### config.mk
export PLATFORM = sky130hd
export DESIGN_NAME = alu8_core
export DESIGN_NICKNAME = d
export VERILOG_FILES = /design/src/rtl/alu8_pkg.sv /design/src/rtl/alu8_logic.sv /design/src/rtl/alu8_addsub.sv /design/src/rtl/alu8_shift.sv /design/src/rtl/alu8_core.sv
export SDC_FILE = /design/constraint.sdc
export NUM_CORES = 1
export LEC_CHECK = 0
export BUFFER_PORTS_ARGS = -buffer_cell sky130_fd_sc_hd__buf_2
export CORE_MARGIN = 1
export CORE_UTILIZATION = 56
export DETAILED_ROUTE_END_ITERATION = 10
export PLACE_DENSITY = 0.82
export SETUP_SLACK_MARGIN = 0.15
export SLEW_MARGIN = 20
export SYNTH_ARGS = -nofsm -noshare
export SYNTH_HDL_FRONTEND = slang
export SYNTH_HIERARCHICAL = 1
export SYNTH_SLANG_ARGS = --single-unit
### constraint.sdc
create_clock -name clk_i -period 0.8 [get_ports clk_i]
set_clock_uncertainty 0.15 [all_clocks]
set_input_delay 0.04 -clock clk_i [delete_from_list [all_inputs] [get_ports clk_i]]
set_output_delay 0.04 -clock clk_i [all_outputs]
set_load 0.05 [all_outputs]
### src/rtl/alu8_pkg.sv
package alu8_pkg;
  localparam int STATUS_W = 8;
  localparam int FLG_C = 0;
  localparam int FLG_Z = 1;
  localparam int FLG_V = 6;
  localparam int FLG_N = 7;
  localparam int FLG_ONE = 5;
  localparam logic [STATUS_W-1:0] STATUS_RST = 8'h20;

  typedef enum logic [4:0] {
    OP_LOAD = 5'd0, OP_AND = 5'd1, OP_OR = 5'd2, OP_XOR = 5'd3,
    OP_ADC = 5'd4, OP_SBC = 5'd5, OP_CMPA = 5'd6, OP_CMPX = 5'd7,
    OP_CMPY = 5'd8, OP_BIT = 5'd9, OP_INC = 5'd10, OP_DEC = 5'd11,
    OP_ASL = 5'd12, OP_LSR = 5'd13, OP_ROL = 5'd14, OP_ROR = 5'd15,
    OP_ANDSUB = 5'd16
  } alu_op_e;

  typedef enum logic [1:0] {
    DST_NONE = 2'd0, DST_ACC = 2'd1, DST_XREG = 2'd2, DST_MEM = 2'd3
  } dest_e;

  typedef enum logic [1:0] {
    LG_PASS = 2'd0, LG_AND = 2'd1, LG_OR = 2'd2, LG_XOR = 2'd3
  } logic_sel_e;

  typedef enum logic [2:0] {
    SH_INC = 3'd0, SH_DEC = 3'd1, SH_ASL = 3'd2,
    SH_LSR = 3'd3, SH_ROL = 3'd4, SH_ROR = 3'd5
  } shift_sel_e;
endpackage

### src/rtl/alu8_logic.sv
module alu8_logic
  import alu8_pkg::*;
#(
  parameter int W = 8
) (
  input  logic_sel_e   sel_i,
  input  logic [W-1:0] a_i,
  input  logic [W-1:0] b_i,
  output logic [W-1:0] res_o,
  output logic         and_zero_o
);
  always_comb begin
    unique case (sel_i)
      LG_AND:  res_o = a_i & b_i;
      LG_OR:   res_o = a_i | b_i;
      LG_XOR:  res_o = a_i ^ b_i;
      default: res_o = b_i;
    endcase
  end

  assign and_zero_o = ~|(a_i & b_i);
endmodule

### src/rtl/alu8_addsub.sv
module alu8_addsub #(
  parameter int W = 8
) (
  input  logic [W-1:0] a_i,
  input  logic [W-1:0] b_i,
  input  logic         sub_i,
  input  logic         cin_i,
  output logic [W-1:0] res_o,
  output logic         cout_o,
  output logic         ovf_o
);
  logic [W-1:0] b_eff;
  logic [W:0]   sum;

  // Subtraction as a + ~b + cin: carry out equals "no borrow"
  assign b_eff  = sub_i ? ~b_i : b_i;
  assign sum    = {1'b0, a_i} + {1'b0, b_eff} + {{W{1'b0}}, cin_i};
  assign res_o  = sum[W-1:0];
  assign cout_o = sum[W];
  assign ovf_o  = ~(a_i[W-1] ^ b_eff[W-1]) & (a_i[W-1] ^ sum[W-1]);
endmodule

### src/rtl/alu8_shift.sv
module alu8_shift
  import alu8_pkg::*;
#(
  parameter int W = 8
) (
  input  shift_sel_e   sel_i,
  input  logic [W-1:0] b_i,
  input  logic         cin_i,
  output logic [W-1:0] res_o,
  output logic         cout_o
);
  localparam logic [W-1:0] ONE = {{(W-1){1'b0}}, 1'b1};

  always_comb begin
    res_o  = b_i;
    cout_o = cin_i;
    unique case (sel_i)
      SH_INC: res_o = b_i + ONE;
      SH_DEC: res_o = b_i - ONE;
      SH_ASL: begin res_o = {b_i[W-2:0], 1'b0};  cout_o = b_i[W-1]; end
      SH_LSR: begin res_o = {1'b0, b_i[W-1:1]};  cout_o = b_i[0];   end
      SH_ROL: begin res_o = {b_i[W-2:0], cin_i}; cout_o = b_i[W-1]; end
      SH_ROR: begin res_o = {cin_i, b_i[W-1:1]}; cout_o = b_i[0];   end
      default: ;
    endcase
  end
endmodule

### src/rtl/alu8_core.sv
module alu8_core
  import alu8_pkg::*;
#(
  parameter int W       = 8,
  parameter bit REG_OUT = 1'b1
) (
  input  logic                clk_i,
  input  logic                rst_ni,
  input  logic                valid_i,
  input  logic [4:0]          op_i,
  input  logic [W-1:0]        acc_i,
  input  logic [W-1:0]        xr_i,
  input  logic [W-1:0]        yr_i,
  input  logic [W-1:0]        opnd_i,
  input  logic [STATUS_W-1:0] status_i,
  output logic                valid_o,
  output logic [W-1:0]        result_o,
  output logic [1:0]          dest_o,
  output logic [STATUS_W-1:0] status_o
);
  localparam int WM_C = 0, WM_Z = 1, WM_V = 2, WM_N = 3;

  alu_op_e      op;
  logic_sel_e   lg_sel;
  shift_sel_e   sh_sel;
  logic [W-1:0] lg_res, as_res, sh_res, as_a;
  logic         lg_and_zero, as_sub, as_cin, as_cout, as_ovf, sh_cout;

  assign op = alu_op_e'(op_i);

  always_comb begin
    unique case (op)
      OP_AND:  lg_sel = LG_AND;
      OP_OR:   lg_sel = LG_OR;
      OP_XOR:  lg_sel = LG_XOR;
      default: lg_sel = LG_PASS;
    endcase
    unique case (op)
      OP_DEC:  sh_sel = SH_DEC;
      OP_ASL:  sh_sel = SH_ASL;
      OP_LSR:  sh_sel = SH_LSR;
      OP_ROL:  sh_sel = SH_ROL;
      OP_ROR:  sh_sel = SH_ROR;
      default: sh_sel = SH_INC;
    endcase
    unique case (op)
      OP_CMPX:   as_a = xr_i;
      OP_CMPY:   as_a = yr_i;
      OP_ANDSUB: as_a = acc_i & xr_i;
      default:   as_a = acc_i;
    endcase
  end

  assign as_sub = (op != OP_ADC);
  assign as_cin = (op == OP_ADC || op == OP_SBC) ? status_i[FLG_C] : 1'b1;

  alu8_logic #(.W(W)) i_logic (
    .sel_i(lg_sel), .a_i(acc_i), .b_i(opnd_i),
    .res_o(lg_res), .and_zero_o(lg_and_zero)
  );

  alu8_addsub #(.W(W)) i_addsub (
    .a_i(as_a), .b_i(opnd_i), .sub_i(as_sub), .cin_i(as_cin),
    .res_o(as_res), .cout_o(as_cout), .ovf_o(as_ovf)
  );

  alu8_shift #(.W(W)) i_shift (
    .sel_i(sh_sel), .b_i(opnd_i), .cin_i(status_i[FLG_C]),
    .res_o(sh_res), .cout_o(sh_cout)
  );

  logic [W-1:0]        res_n;
  dest_e               dest_n;
  logic [3:0]          wmask;
  logic                fc, fz, fv, fn;
  logic [STATUS_W-1:0] status_n;

  always_comb begin
    res_n  = '0;
    dest_n = DST_NONE;
    wmask  = '0;
    fc     = 1'b0;
    fv     = 1'b0;
    unique case (op)
      OP_LOAD, OP_AND, OP_OR, OP_XOR: begin
        res_n = lg_res; dest_n = DST_ACC;
        wmask = 4'b1010;
      end
      OP_ADC, OP_SBC: begin
        res_n = as_res; dest_n = DST_ACC;
        wmask = 4'b1111; fc = as_cout; fv = as_ovf;
      end
      OP_CMPA, OP_CMPX, OP_CMPY: begin
        res_n = as_res; wmask = 4'b1011; fc = as_cout;
      end
      OP_ANDSUB: begin
        res_n = as_res; dest_n = DST_XREG;
        wmask = 4'b1011; fc = as_cout;
      end
      OP_BIT: begin
        res_n = acc_i; wmask = 4'b1110; fv = opnd_i[W-2];
      end
      OP_INC, OP_DEC: begin
        res_n = sh_res; dest_n = DST_MEM; wmask = 4'b1010;
      end
      OP_ASL, OP_LSR, OP_ROL, OP_ROR: begin
        res_n = sh_res; dest_n = DST_MEM;
        wmask = 4'b1011; fc = sh_cout;
      end
      default: ;
    endcase
    fz = (op == OP_BIT) ? lg_and_zero : ~|res_n;
    fn = (op == OP_BIT) ? opnd_i[W-1] : res_n[W-1];

    status_n = status_i;
    if (wmask[WM_C]) status_n[FLG_C] = fc;
    if (wmask[WM_Z]) status_n[FLG_Z] = fz;
    if (wmask[WM_V]) status_n[FLG_V] = fv;
    if (wmask[WM_N]) status_n[FLG_N] = fn;
    status_n[FLG_ONE] = 1'b1;
  end

  generate
    if (REG_OUT) begin : g_reg
      always_ff @(posedge clk_i or negedge rst_ni) begin
        if (!rst_ni) begin
          valid_o  <= 1'b0;
          result_o <= '0;
          dest_o   <= DST_NONE;
          status_o <= STATUS_RST;
        end else begin
          valid_o  <= valid_i;
          result_o <= res_n;
          dest_o   <= dest_n;
          status_o <= status_n;
        end
      end
    end else begin : g_comb
      assign valid_o  = valid_i;
      assign result_o = res_n;
      assign dest_o   = dest_n;
      assign status_o = status_n;
    end
  endgenerate
endmodule

==> flow_summary.yaml, run 1 <==
floorplan:
  dieHeight_um: 75.43
  initial_core_util_pct: 58.74
  die_w_um: 75.43
  ios: 67
  rows: 26
clock_network:
  cts_root_buf: "clkbuf_8"
  cts.sinks: 18
  cts_made_buffers: 3
  htreeDepth: 1
  clockBufferDepth: 2
yosys:
  yosys.area_share.xor_xnor_pct: 4.642
  synth_edf_count: 0
  ys_warn_count: 6
  synth-main-ff-cell: "dfrtp_1"
  synth_top_family_by_area: "compound AO/OA/AOI/OAI gates"
  yosysSeqAreaShare_pct: 14.92
  synth-compound-area-share_pct: 23.37
  synth_area_per_cell_um2: 8.160
  synth_cells: 370
  synth_fa_ha_area_share_pct: 12.10
  syn_nets: 446
  postSynth.asyncResetShare_pct: 100.0
  syn_area_um2: 3019
  synthMuxAreaShare_pct: 12.68
  yosysUniqueCellTypes: 70
  yosys.area_share.simple_pct: 21.84
  ys_seq_elements: 18
timing:
  worstEndpointGrtRepair: "status_o[1]$_DFF_PN0_/D"
  worstEpCategory: "sequential cell input"
grt:
  grt.total_usage_pct: 71.45
  overflow: 23
  grt_max_degree: 20
status:
  status: "stopped before the end"
  failing_step: "global routing"
  stop_error: "[ERROR GRT-0232] Routing congestion too high. Check the congestion heatmap in the GUI."
placed_design:
  portBuffers: 64
  dpl.hpwl_um: 8340
  place_congestion: 0.9461
  placed_cell_area_um2: 4242
-- stage by stage --
| stage | utilization [%] | setup WS (ns) | instances |
|---|---|---|---|
| global placement | 82.52 | -2.945 | 580 |
| CTS | 89.63 | -2.742 | 589 |
| detailed placement | 82.52 | -3.109 | 580 |
| floorplan | - | -3.041 | 370 |
-- routing by layer --
| metal | GRT overflow | track usage [%] |
|---|---|---|
| met5 | 0 | 11.11 |
| met1 | 0 | 74.84 |
| met4 | 12 | 68.72 |
| met2 | 11 | 90.28 |
| met3 | 0 | 51.19 |
-- synth_stat cells, drive strengths merged, types with 7 or more instances --
cell type / number / area [um2]
xor2: 9 / 78.83
nand3: 7 / 35.03
mux2i: 12 / 120.1
nor2b: 10 / 62.56
o21ai: 17 / 85.08
dfrtp: 18 / 450.4
inv: 37 / 138.9
ha: 26 / 325.3
mux4: 8 / 180.2
buf: 14 / 115.1
clkbuf: 11 / 41.29
nor2: 33 / 123.9
a21oi: 24 / 131.4
mux2: 7 / 82.57
xnor2: 7 / 61.31
nand2: 25 / 93.84
-- cell families after synthesis --
logic type | Yosys count
and+or+nand+nor | 122
buffers and inverters | 63
DFF | 18
AOI/OAI and AO/OA | 95
xor gates and xnor gates | 16
muxes | 27
adders and majority gates | 28
other | 1
-- timing repair --
item,4_1_cts
pin swaps,15
endpoints found under the hold margin,23
gates resized for setup,76
setup buffers,5
setup endpoints to repair,32
==> run 2, diff against run 1 <==
--- a/config.mk
+++ b/config.mk
@@ -7,10 +7,9 @@
 export LEC_CHECK = 0
 export BUFFER_PORTS_ARGS = -buffer_cell sky130_fd_sc_hd__buf_2
 export CORE_MARGIN = 1
-export CORE_UTILIZATION = 56
+export CORE_UTILIZATION = 40
 export DETAILED_ROUTE_END_ITERATION = 10
-export PLACE_DENSITY = 0.82
-export SETUP_SLACK_MARGIN = 0.15
+export PLACE_DENSITY_LB_ADDON = 0.15
 export SLEW_MARGIN = 20
 export SYNTH_ARGS = -nofsm -noshare
 export SYNTH_HDL_FRONTEND = slang
==> run 2 against run 1 <==
Effect of this change: the flow now finishes, with violations (negative hold slack, negative setup slack); synthesized cell count is the same; synthesized area unchanged.
==> flow_summary.yaml, run 2 <==
cells_and_area:
  drive_gt1_share_pct: 46.17
  top_register: "result_o"
  mostFrequentLayoutCell: "buf_4"
  fillCellCount: 644
  antennaDiodeCount: 0
  finish.instance_area_um2: 4674
  final_cell_mix: "89 x buf_4, 43 x buf_2, 32 x nor2_1, 32 x inv_1, 27 x buf_6"
  largest_reg_flops: 8
  reg.largest.list: "result_o (8), status_o (7), dest_o (2)"
  nets: 599
  area_growth_pct: 54.83
yosys:
  synthTopCellsByArea: "dfrtp_1 15%, ha_1 11%, mux4_2 6.0%"
  yosysMostFrequentCell: "inv_1"
  synth_edf_count: 0
  yosysSeqAreaShare_pct: 14.92
  syn_area_um2: 3019
  yosysUniqueCellTypes: 70
  yosys.area.top_type: "dfrtp_1"
  synth.top_cells.by_count: "35 x inv_1, 33 x nor2_1, 26 x ha_1, 25 x nand2_1, 21 x a21oi_1"
  postSynth.asyncResetShare_pct: 100.0
  synth_top_area_share_pct: 14.92
  synth-main-ff-cell: "dfrtp_1"
  ys_warn_count: 6
  syn_nets: 446
  ys_seq_elements: 18
  synth_area_per_cell_um2: 8.160
  synth_cells: 370
detailed_routing:
  drtPass1Iterations: 7
  drt-vias-per-instance: 5.375
  wl_per_cell_um: 15.62
  routed_wl_um: 9701
  drc: 0
  drtIter0Drc: 118
  ant_nets: 0
  vias: 3338
grt:
  overflow: 0
  grt_pass1_vias: 3160
  grt_pass1_wl_um: 15230
  grt.total_usage_pct: 24.90
  antenna_found_initial: 0
  grt_max_degree: 20
clock_network:
  clockBufferDepth: 2
  clk_pin_slew_ns: 0.06
  cts_made_buffers: 3
  cts.sinks: 18
  htreeDepth: 1
  tritoncts: "done"
  cts_root_buf: "clkbuf_8"
  hold_buffers: 5
setup_path:
  worstPathBufferInverterCount: 3
  path_class: "primary input to flop"
  crit_path_max_fanout: 5
  crit_arrival_ns: 3.53
  slowest_stage: "or4b_4"
  end_kind: "flop"
  crit_path_max_incr_delay_ns: 0.55
  worstSetupStartpointType: "primary input"
  path_depth: 16
  required_ns: 0.81
  cp_top_family: "compound AO/OA/AOI/OAI gates"
  crit_path_cell_trace: "buf_8, buf_12, or4b_4, a21oi_4, a21oi_2, o21ai_1, inv_1, fa_2, fa_2, nor2b_2, o31a_1, o31ai_2, a21boi_1, a221o_1, or4_4, o31ai_2"
timing:
  maxSlewViolCount: 0
  finalSetupViolations: 31
  rsz0062_at_grt: "true"
  final.setup.worst_slack_ns: -2.715
  whs_ns: -0.07158
  slew_headroom_pct: 66.50
  fmax_ghz: 0.2845
  fin_crit_ns: 3.515
  tightest_slew_ns: 0.5006
  final-hold-violation-count: 2
  fin_crit_sh_pct: 439.4
flow_run:
  maxCapViolCount: 0
floorplan:
  die_w_um: 88.88
  ios: 67
  initial_core_util_pct: 41.40
  dieHeight_um: 88.88
  rows: 31
  core_um2: 7292
  dieArea_um2: 7900
status:
  status: "finished, violations left"
  violations: "negative hold slack, negative setup slack"
power:
  power_leakage_uw: 0.002197
  powerDensity_nw_per_um2: 1039
  ir_worst_vdd_v: 0.0006612
placed_design:
  portBuffers: 64
  placed_cell_area_um2: 4214
  dpl.hpwl_um: 7652
  place_congestion: 0.8753
hold_path:
  hold_path_depth: 3
  hold_class: "primary input to flop"
-- run 2: cell counts after synthesis --
No cell type changed its count.
-- run 2: power by group --
group	internal (uW)	total [uW]	switching (uW)
clock network	436	718	281
logic	1510	3080	1570
registers	1010	1060	49.6
-- run 2: metal layers --
layer | GRT usage (%) | up-vias | wire (um)
met5 | 0 | - | 0
met1 | 33.28 | 1595 | 4534
met3 | 1.866 | 10 | 351
met4 | 3.959 | 0 | 97
met2 | 44.48 | 83 | 4718
li1 | - | 1650 | -
-- run 2: what timing repair did --
item,4_1_cts,5_1_grt
resized for setup,70,9
endpoints found under the setup margin,32,32
endpoints found under the hold margin,24,1
buffers inserted,12,3
pin swaps,12,8
-- run 2: final timing paths --
kind / slack [ns] / to / from
min in group asynchronous: 0.10 / dest_o[0] / rst_ni
worst min-delay path: -0.07 / status_o[7] / status_i[7]
worst max-delay path: -2.72 / status_o[1] / op_i[2]
max in group asynchronous: 0.12 / result_o[5] / rst_ni
-- run 2: through the flow --
| step | power (uW) | util, % | instances | worst slack, ns | setup TNS [ns] |
|---|---|---|---|---|---|
| finish | 4859 | 64.10 | 621 | -2.715 | -30.45 |
| global route | 5147 | 64.10 | 621 | -2.864 | -32.28 |
| CTS | 4774 | 63.30 | 619 | -2.677 | -29.87 |
| global placement | 3677 | 57.79 | 601 | -2.992 | -30.68 |
| detailed placement | 3727 | 57.79 | 601 | -3.044 | -31.01 |
| floorplan | 2713 | - | 370 | -3.041 | -26.30 |
-- run 2: logic make-up after synthesis --
logic type,count (synthesis),share of synthesized area [%]
AND/OR/NAND/NOR,122,21.84
AO/OA/AOI/OAI,95,23.37
buffers and inverters,63,10.32
adder cells (fa/ha/maj),28,12.10
multiplexers,27,12.68
flip-flops,18,14.92
XOR/XNOR,16,4.642
other,1,0.1242
-- run 2: cell type report --
type / instances / area (um2) / share of cell area, %
multi-input cells: 289 / 2492 / 53.32
clock buffers: 4 / 55.05 / 1.178
well taps: 99 / 123.9 / 2.650
inverters: 38 / 157.7 / 3.373
flip-flops and latches: 18 / 450.4 / 9.636
repair buffers: 173 / 1395 / 29.84
(Power assumes the default switching activity.)
==> run 3, diff against run 2 <==
--- a/config.mk
+++ b/config.mk
@@ -6,10 +6,11 @@
 export NUM_CORES = 1
 export LEC_CHECK = 0
 export BUFFER_PORTS_ARGS = -buffer_cell sky130_fd_sc_hd__buf_2
+export CORE_ASPECT_RATIO = 1.25
 export CORE_MARGIN = 1
-export CORE_UTILIZATION = 40
+export CORE_UTILIZATION = 55
 export DETAILED_ROUTE_END_ITERATION = 10
-export PLACE_DENSITY_LB_ADDON = 0.15
+export PLACE_DENSITY_LB_ADDON = 0.3
 export SLEW_MARGIN = 20
 export SYNTH_ARGS = -nofsm -noshare
 export SYNTH_HDL_FRONTEND = slang
==> run 3 against run 2 <==
Effect of this change: the flow now stops in global routing; synthesized cell count unchanged; synthesized area unchanged.
==> flow_summary.yaml, run 3 <==
status:
  stop_error: "[ERROR GRT-0232] Routing congestion too high. Check the congestion heatmap in the GUI."
  failing_step: "global routing"
  status: "stopped before the end"
yosys:
  yosysMostFrequentCell: "inv_1"
  synth_area_per_cell_um2: 8.160
  syn_area_um2: 3019
  synthMuxAreaShare_pct: 12.68
  ys_seq_elements: 18
  synth-compound-area-share_pct: 23.37
  synth_edf_count: 0
  yosysSeqAreaShare_pct: 14.92
  yosys.area.top_type: "dfrtp_1"
  postSynth.asyncResetShare_pct: 100.0
  syn_nets: 446
  synth_top_area_share_pct: 14.92
  synthTopCellsByArea: "dfrtp_1 15%, ha_1 11%, mux4_2 6.0%"
  ys_warn_count: 6
  yosys.area_share.simple_pct: 21.84
  synth_fa_ha_area_share_pct: 12.10
  synth_top_family_by_area: "compound AO/OA/AOI/OAI gates"
  synth-main-ff-cell: "dfrtp_1"
  yosys.area_share.xor_xnor_pct: 4.642
  synth.top_cells.by_count: "35 x inv_1, 33 x nor2_1, 26 x ha_1, 25 x nand2_1, 21 x a21oi_1"
  yosysUniqueCellTypes: 70
  synth_cells: 370
grt:
  overflow: 31
  grt.total_usage_pct: 79.82
  grt_max_degree: 20
clock_network:
  htreeDepth: 1
  cts.sinks: 18
  clockBufferDepth: 2
  cts_made_buffers: 3
  cts_root_buf: "clkbuf_8"
placed_design:
  dp_slack_ns: -3.090
  dpl.hpwl_um: 7990
  place_inst: 568
  portBuffers: 64
  place_congestion: 0.9499
floorplan:
  die_w_um: 68.27
  initial_core_util_pct: 58.19
  rows: 29
  ios: 67
  dieHeight_um: 84.84
timing:
  worstEpCategory: "sequential cell input"
  worstEndpointGrtRepair: "status_o[1]$_DFF_PN0_/D"
==> run 3: logic make-up after synthesis <==
family                   Yosys count
XOR/XNOR                          16
adder cells (fa/ha/maj)           28
AO/OA/AOI/OAI                     95
buffers and inverters             63
multiplexers                      27
AND/OR/NAND/NOR                  122
other                              1
flip-flops                        18
==> run 3: through the flow <==
stage	instance area, um2	setup TNS (ns)
after detailed placement	4148	-30.47
after global placement	4148	-29.52
after floorplan	3211	-26.30
after CTS	4569	-29.31
==> run 3: what timing repair did <==
item | CTS
gates cloned | 0
hold buffers | 5
pin swaps | 19
setup buffers | 12
hold endpoints to repair | 23
endpoints found under the setup margin | 32
resized for setup | 73
==> run 3: layer usage <==
layer  GRT overflow  track usage (%)
met5              0            24.04
met4             16            74.81
met3              0            75.27
met2             15            88.50
met1              0            81.55
